--- config.mk ---
export PLATFORM = sky130hd
export DESIGN_NAME = nco_phase_counter
export DESIGN_NICKNAME = d
export VERILOG_FILES = /design/src/rtl/nco_pkg.sv /design/src/rtl/nco_cfg_regs.sv /design/src/rtl/nco_phase_acc.sv /design/src/rtl/nco_pin_drive.sv /design/src/rtl/nco_phase_counter.sv
export SDC_FILE = /design/constraint.sdc
export NUM_CORES = 1
export LEC_CHECK = 0
export CORE_MARGIN = 3
export CORE_UTILIZATION = 55
export CTS_BUF_LIST = sky130_fd_sc_hd__clkbuf_8 sky130_fd_sc_hd__clkbuf_16
export DETAILED_ROUTE_END_ITERATION = 10
export GPL_TIMING_DRIVEN = 0
export HOLD_SLACK_MARGIN = 0.15
export PLACE_DENSITY_LB_ADDON = 0.12
export SLEW_MARGIN = 5
export SYNTH_ARGS = -nofsm -noshare
export SYNTH_HDL_FRONTEND = slang
export SYNTH_SLANG_ARGS = --single-unit
--- constraint.sdc ---
create_clock -name clk -period 6.7 [get_ports clk]
set_input_delay 1.34 -clock clk [delete_from_list [all_inputs] [get_ports clk]]
set_output_delay 1.34 -clock clk [all_outputs]
set_load 0.01 [all_outputs]
--- src/rtl/nco_pkg.sv ---
package nco_pkg;

  localparam int WORD_W     = 32;
  localparam int MODE_W     = 5;
  localparam int PIN_SEL_W  = 6;
  localparam int MODE_LSB   = 26;

  typedef logic [WORD_W-1:0]    word_t;
  typedef logic [MODE_W-1:0]    mode_t;
  typedef logic [PIN_SEL_W-1:0] pin_sel_t;

  localparam mode_t MODE_OFF = 5'b00000;
  localparam mode_t MODE_NCO = 5'b00100;

  typedef enum logic [1:0] {
    REG_CTRL  = 2'd0,
    REG_FREQ  = 2'd1,
    REG_PHASE = 2'd2,
    REG_NONE  = 2'd3
  } reg_addr_e;

  function automatic mode_t ctrl_mode(input word_t w);
    return w[MODE_LSB +: MODE_W];
  endfunction

  function automatic pin_sel_t ctrl_pin(input word_t w);
    return w[PIN_SEL_W-1:0];
  endfunction

  function automatic word_t phase_step(input word_t phase, input word_t incr);
    return phase + incr;
  endfunction

endpackage

--- src/rtl/nco_cfg_regs.sv ---
module nco_cfg_regs
  import nco_pkg::*;
(
  input  logic     clk,
  input  logic     rst_n,
  input  logic     wr_ctrl,
  input  logic     wr_freq,
  input  mode_t    mode_in,
  input  pin_sel_t sel_in,
  input  word_t    freq_in,
  output logic     nco_active,
  output pin_sel_t pin_sel,
  output word_t    freq_q
);

  mode_t    mode_q;
  pin_sel_t sel_q;

  always_ff @(posedge clk or negedge rst_n) begin
    if (!rst_n) begin
      mode_q <= MODE_OFF;
      sel_q  <= '0;
    end else if (wr_ctrl) begin
      mode_q <= mode_in;
      sel_q  <= sel_in;
    end
  end

  always_ff @(posedge clk or negedge rst_n) begin
    if (!rst_n)       freq_q <= '0;
    else if (wr_freq) freq_q <= freq_in;
  end

  assign nco_active = (mode_q == MODE_NCO);
  assign pin_sel    = sel_q;

endmodule

--- src/rtl/nco_phase_acc.sv ---
module nco_phase_acc
  import nco_pkg::*;
(
  input  logic  clk,
  input  logic  rst_n,
  input  logic  load_en,
  input  word_t load_val,
  input  logic  acc_en,
  input  word_t incr,
  output word_t phase_q
);

  word_t phase_d;

  always_comb begin
    if (load_en)     phase_d = load_val;
    else if (acc_en) phase_d = phase_step(phase_q, incr);
    else             phase_d = phase_q;
  end

  always_ff @(posedge clk or negedge rst_n) begin
    if (!rst_n) phase_q <= '0;
    else        phase_q <= phase_d;
  end

endmodule

--- src/rtl/nco_pin_drive.sv ---
module nco_pin_drive
  import nco_pkg::*;
#(
  parameter int NUM_PINS = 32
) (
  input  logic                clk,
  input  logic                rst_n,
  input  logic                enable,
  input  logic                level,
  input  pin_sel_t            sel,
  output logic [NUM_PINS-1:0] pins_q
);

  logic drive_hi;
  assign drive_hi = enable && level;

  for (genvar i = 0; i < NUM_PINS; i++) begin : g_pin
    always_ff @(posedge clk or negedge rst_n) begin
      if (!rst_n) pins_q[i] <= 1'b0;
      else        pins_q[i] <= drive_hi && (sel == PIN_SEL_W'(i));
    end
  end

endmodule

--- src/rtl/nco_phase_counter.sv ---
module nco_phase_counter
  import nco_pkg::*;
#(
  parameter int NUM_PINS = 32
) (
  input  logic                clk,
  input  logic                rst_n,
  input  logic                bus_we,
  input  logic [1:0]          bus_addr,
  input  logic [31:0]         bus_wdata,
  output logic [31:0]         bus_rdata,
  output logic [NUM_PINS-1:0] pins_o
);

  localparam int MAX_PINS = 1 << PIN_SEL_W;

  if (NUM_PINS < 1 || NUM_PINS > MAX_PINS) begin : g_bad_pins
    $error("NUM_PINS out of range");
  end

  logic     wr_ctrl, wr_freq, wr_phase;
  logic     nco_active;
  pin_sel_t pin_sel;
  word_t    freq_q;
  word_t    phase_q;

  assign wr_ctrl  = bus_we && (bus_addr == REG_CTRL);
  assign wr_freq  = bus_we && (bus_addr == REG_FREQ);
  assign wr_phase = bus_we && (bus_addr == REG_PHASE);

  nco_cfg_regs u_cfg (
    .clk        (clk),
    .rst_n      (rst_n),
    .wr_ctrl    (wr_ctrl),
    .wr_freq    (wr_freq),
    .mode_in    (ctrl_mode(bus_wdata)),
    .sel_in     (ctrl_pin(bus_wdata)),
    .freq_in    (bus_wdata),
    .nco_active (nco_active),
    .pin_sel    (pin_sel),
    .freq_q     (freq_q)
  );

  nco_phase_acc u_acc (
    .clk      (clk),
    .rst_n    (rst_n),
    .load_en  (wr_phase),
    .load_val (bus_wdata),
    .acc_en   (nco_active),
    .incr     (freq_q),
    .phase_q  (phase_q)
  );

  nco_pin_drive #(.NUM_PINS(NUM_PINS)) u_pins (
    .clk    (clk),
    .rst_n  (rst_n),
    .enable (nco_active),
    .level  (phase_q[WORD_W-1]),
    .sel    (pin_sel),
    .pins_q (pins_o)
  );

  assign bus_rdata = phase_q;

endmodule

Yosys cells after proc, flatten, opt, wreduce, memory -nomap -nowiden
Cells that the tools add are included.
- flip-flop bits (word level): 107
- bits of input ports: 37
- output and inout port bits: 64
- $add $sub $neg: 1
- eq/ne operators: 34
- muxes and demuxes: 2
- reduce and logical (&&, ||, !) cells: 39
- operator list (cell ; count):
    $eq 6x5->1 const B ; 16
    $mux 32 ; 2
    $eq 6x4->1 const B ; 8
    $logic_and 1x1->1 ; 36
    $add 32x32->32 ; 1
    $eq 6x3->1 const B ; 4
    $eq 6x2->1 const B ; 2
    $eq 6x1->1 const B ; 1
    $logic_not 6->1 ; 1
    $eq 5x3->1 const B ; 1
    $eq 2x1->1 const B ; 1
    $eq 2x2->1 const B ; 1
    $logic_not 2->1 ; 1
    $reduce_bool 2->1 ; 1

Depth between registers and ports, before layout
- depth in word-level cells: 3
- depth in mapped cells: 12

By module
Synthesis repeated with hierarchy kept, for this count alone.
- cells, all modules: 508
- area, all modules: 5764.3 sq um
- modules (own cells, without submodules) (module ; times used ; cells an instance ; area each (sq um) ; seq. area each (sq um)):
    nco_phase_acc ; 1 ; 335 ; 2915.3 ; 800.8
    nco_cfg_regs ; 1 ; 93 ; 1764.2 ; 1076.0
    nco_pin_drive ; 1 ; 77 ; 1054.8 ; 800.8
    nco_phase_counter ; 1 ; 3 ; 30.0 ; 0.0

Worst setup path before layout
Ideal clock, no wire load.
- path type: reg2reg
- from: reg u_acc.phase_q[12]
- to: reg u_acc.phase_q[30]
- setup time: 0.135 ns
- arrival time: 2.496 ns
- required time: 6.565 ns
- slack: 4.069 ns
- stages on the path, launching flop included: 12
- period minus slack after synthesis: 2.631 ns
- path through: dfrtp_1 ha_1 and3_1 and2_1 a221o_1 o211ai_2 a21oi_2 o41ai_4 o21ai_1 a21oi_1 xor2_1 o31ai_1
- word-level cells in the longest chain between the ends: 3
- RTL lines (element ; line ; source):
    from (decl) ; nco_phase_acc.sv:10 ; output word_t phase_q
    from (signal assigned) ; nco_phase_acc.sv:23 ; else phase_q <= phase_d;
    $add 32x32->32 ; nco_pkg.sv:31 ; return phase + incr;
    $mux 32 ; nco_phase_acc.sv:17 ; else if (acc_en) phase_d = phase_step(phase_q, incr);
    $mux 32 ; nco_phase_acc.sv:16 ; if (load_en) phase_d = load_val;
No other way between the ends. The select of a mux whose other input is x is not followed.
A chain may end at the register's enable or synchronous reset.

Worst setup path in the final report
- from: reg u_acc.phase_q[3]
- to: reg u_acc.phase_q[21]
Same word-level chain as after synthesis.

==> flow_metrics.env <==
export IMPL_final_area_um2=6940
export IMPL_cts_repair_resized=0
export IMPL_clock_path_buffers=2
export IMPL_rsz0062_at_grt="false"
export IMPL_synth_area_um2=5520
export IMPL_holdWs_ns=0.522
export IMPL_dieArea_um2=11300
export IMPL_period_share_pct=44.9
export IMPL_setup_tns_ns=0
export IMPL_path_clk_slew_ns=0.11
export IMPL_ys_seq_area_share_pct=48.5
export IMPL_cts_made_buffers=9
export IMPL_drive_above_1_share_pct=11.4
export IMPL_rr_startpoint="u_acc.phase_q[3]$_DFFE_PN0P_"
export IMPL_viasPerCell=5.74
export IMPL_antenna_cells=0
export IMPL_ys_seq_elements=107
export IMPL_core_area_um2=9500
export IMPL_synthCells=540
export IMPL_synth_edff_count=0
export IMPL_holdPathEnd="u_cfg.freq_q[26]$_DFFE_PN0P_"
export IMPL_critPathKind="register to register"
export IMPL_tritoncts="built"
export IMPL_fp_dieW_um=106
export IMPL_final_util_pct=73.1
export IMPL_antenna_found_initial=0
export IMPL_synth_ff_type="dfrtp_1"
export IMPL_tightest_slew_ns=0.701
export IMPL_cp_arrival_ns=3.27
export IMPL_fmax_ghz=0.333
export IMPL_firstDrtPassIters=5
export IMPL_synth_warnings=0
export IMPL_first_iter_violations=229
export IMPL_fin_skew_ns=0.0146
export IMPL_start_util_pct=58.1
export IMPL_drv_slew=0
export IMPL_clock_sinks=107
export IMPL_post_cts_setup_buffers=0
export IMPL_hold_start="u_cfg.freq_q[26]$_DFFE_PN0P_"
export IMPL_setup_viol=0
export IMPL_power_density_nw_per_um2=372
export IMPL_fin_crit_ns=3.01
export IMPL_timing_slew_headroom_pct=53.3
export IMPL_place_hpwl_um=9990
export IMPL_synthArstFlopShare_pct=100
export IMPL_worst_ep_required_time_ns=6.96
export IMPL_place_ws_ns=3.37
export IMPL_nets=722
export IMPL_finalHoldViolCount=0
export IMPL_io_pins=101
export IMPL_h_tree_depth=3
export IMPL_end_kind="register"
export IMPL_rr_worst_depth=11
export IMPL_grt_first_pass_wirelength_um=22100
export IMPL_syn_avg_cell_area_um2=10.2
export IMPL_cts_root_buffer="clkbuf_8"
export IMPL_syn_to_final_growth_pct=25.7
export IMPL_path_max_fanout=6
export IMPL_drv_cap=0
export IMPL_fp_row_count=35
export IMPL_hp_class="register to register"
export IMPL_ir_worst_vdd_mv=0.203
export IMPL_min_delay_path_depth=1
export IMPL_first_global_vias=4486
export IMPL_fin_ws_ns=3.69
export IMPL_post_dp_cell_area_um2=6730
export IMPL_grt_max_degree=56
export IMPL_postRouteAntennaNets=0
export IMPL_synth_cell_type_count=51
export IMPL_clock_latency_ns=0.38
export IMPL_globalplace_congestion=0.938
export IMPL_wl_per_cell_um=17.0
export IMPL_regToRegSetupSlack_ns=3.69
export IMPL_status="completed"
export IMPL_crit_reg2reg_capture="u_acc.phase_q[21]$_DFFE_PN0P_"
export IMPL_die_height_um=106
export IMPL_leakage_nw=3.06
export IMPL_ctsHoldBuffers=0
export IMPL_portBuffers=100
export IMPL_fillerInstances=693
export IMPL_totalWireLength_um=13400
export IMPL_drc_errors=0
export IMPL_syn_nets=609
export IMPL_globalRouteOverflowTotal=0
export IMPL_crit_path_start_kind="register"
export IMPL_grtUsageTotal_pct=24.5
export IMPL_vias=4514
==> how the worst max path moves through the flow <==
| stage | from | end | slack (ns) | cells past startpoint |
|---|---|---|---|---|
| 6_report | u_acc.phase_q[3]$_DFFE_PN0P_ | u_acc.phase_q[21]$_DFFE_PN0P_ | 3.69 | 11 |
| 5_1_grt | u_acc.phase_q[9]$_DFFE_PN0P_ | u_acc.phase_q[30]$_DFFE_PN0P_ | 3.51 | 11 |
| 4_1_cts | u_acc.phase_q[9]$_DFFE_PN0P_ | u_acc.phase_q[30]$_DFFE_PN0P_ | 3.76 | 11 |
| 3_5_place_dp | bus_we | u_cfg.pin_sel[5]$_DFFE_PN0P_ | 3.37 | 4 |
| 3_3_place_gp | rst_n | u_acc.phase_q[28]$_DFFE_PN0P_ | 0.44 | 1 |
| 2_1_floorplan | u_acc.phase_q[12]$_DFFE_PN0P_ | u_acc.phase_q[30]$_DFFE_PN0P_ | 4.07 | 11 |
==> logic make-up after synthesis <==
kind of cell,share of synthesized area [%]
compound gates,15.4
xor+xnor,4.28
fa+ha+maj,7.38
buf+inv,1.63
flops,48.5
mux,9.13
simple gates,13.7
==> sequential cells by signal (all words and copies together) (netlist names) <==
name           flops
u_acc.phase_q     32
u_cfg.freq_q      32
u_pins.pins_q     32
u_cfg.pin_sel      6
u_cfg.mode_q       5
==> worst max-delay path, stage by stage, from the launching register on <==
cell and delay, ns:
dfrtp_1 0.42, ha_1 0.37, and3_1 0.21, o21ai_0 0.27, nand2_1 0.15, a221o_1 0.37, a21o_1 0.20, a21oi_2 0.22
o211ai_1 0.15, a31oi_1 0.24, mux2i_1 0.21, nand3_1 0.08
==> cell usage in the layout (no fill, tap or decap), types with 2 or more instances in the layout <==
cell type and count:
a21o_1 22, nor3_1 3, nand4_1 3, a31oi_1 14
ha_1 31, clkinv_8 4, nor2b_1 3, xnor2_1 18
o21bai_1 2, a221o_1 3, clkbuf_8 9, o21a_1 3
and3_1 7, a21oi_2 3, o211ai_2 2, nor2_1 74
or3_1 2, nand3_1 9, o21ai_0 26, mux2_2 43
clkdlybuf4s50_1 99, a21oi_1 44, inv_1 2, dfrtp_1 107
clkbuf_1 19, nand4b_1 2, o211ai_1 3, and2_1 3
nand2_1 57, xor2_1 9, buf_4 3, mux2i_1 2
or2_2 2
==> per-stage QoR <==
stage | power (mW) | instances
3_5_place_dp | 2.16 | 771
3_3_place_gp | 2.13 | 769
4_1_cts | 2.58 | 787
2_1_floorplan | 1.77 | 540
5_1_grt | 2.76 | 787
6_report | 2.59 | 787
==> layout make-up <==
| cell class | count | area, um^2 | share of cell area (%) |
|---|---|---|---|
| buffer | 21 | 82.6 | 1.19 |
| clock inverter | 7 | 93.8 | 1.35 |
| multi-input combinational | 410 | 2760 | 39.8 |
| timing repair buffer | 102 | 1030 | 14.9 |
| clock buffer | 9 | 124 | 1.78 |
| sequential | 107 | 2680 | 38.6 |
| tap | 129 | 161 | 2.32 |
| inverter | 2 | 7.51 | 0.108 |
==> power by group <==
part	switching [mW]	internal, mW
clock	0.258	0.152
sequential	0.113	0.774
combinational	0.655	0.632
total	1.03	1.56
==> routing by layer <==
layer / vias up / routed length, um / global-route usage [%]
met3: 21 / 779 / 4.01
met5: - / 0 / 0
met4: 0 / 183 / 7.59
li1: 2132 / - / -
met1: 2220 / 5870 / 32.6
met2: 141 / 6570 / 41.3
==> cell usage after synthesis, types with 2 or more instances <==
| cell | count | share of area [%] |
|---|---|---|
| clkbuf_1 | 19 | 1.3 |
| nand3_1 | 9 | 0.82 |
| mux2_2 | 43 | 8.8 |
| mux2i_1 | 2 | 0.36 |
| nand4_1 | 3 | 0.34 |
| nand4b_1 | 2 | 0.32 |
| a21oi_2 | 3 | 0.48 |
| nor2b_1 | 3 | 0.34 |
| o21ai_0 | 26 | 2.4 |
| o21a_1 | 3 | 0.41 |
| or2_2 | 2 | 0.23 |
| ha_1 | 31 | 7.0 |
| o21bai_1 | 2 | 0.27 |
| xor2_1 | 9 | 1.4 |
| nor2_1 | 74 | 5.0 |
| or3_1 | 2 | 0.23 |
| a31oi_1 | 14 | 1.6 |
| inv_1 | 2 | 0.14 |
| and3_1 | 7 | 0.79 |
| a221o_1 | 3 | 0.54 |
| o211ai_1 | 3 | 0.41 |
| nor3_1 | 3 | 0.27 |
| a21oi_1 | 44 | 4.0 |
| nand2_1 | 57 | 3.9 |
| and2_1 | 3 | 0.34 |
| o211ai_2 | 2 | 0.45 |
| xnor2_1 | 18 | 2.9 |
| dfrtp_1 | 107 | 48 |
| a21o_1 | 22 | 3.0 |
No activity file was read; power rests on OpenSTA's default activity.
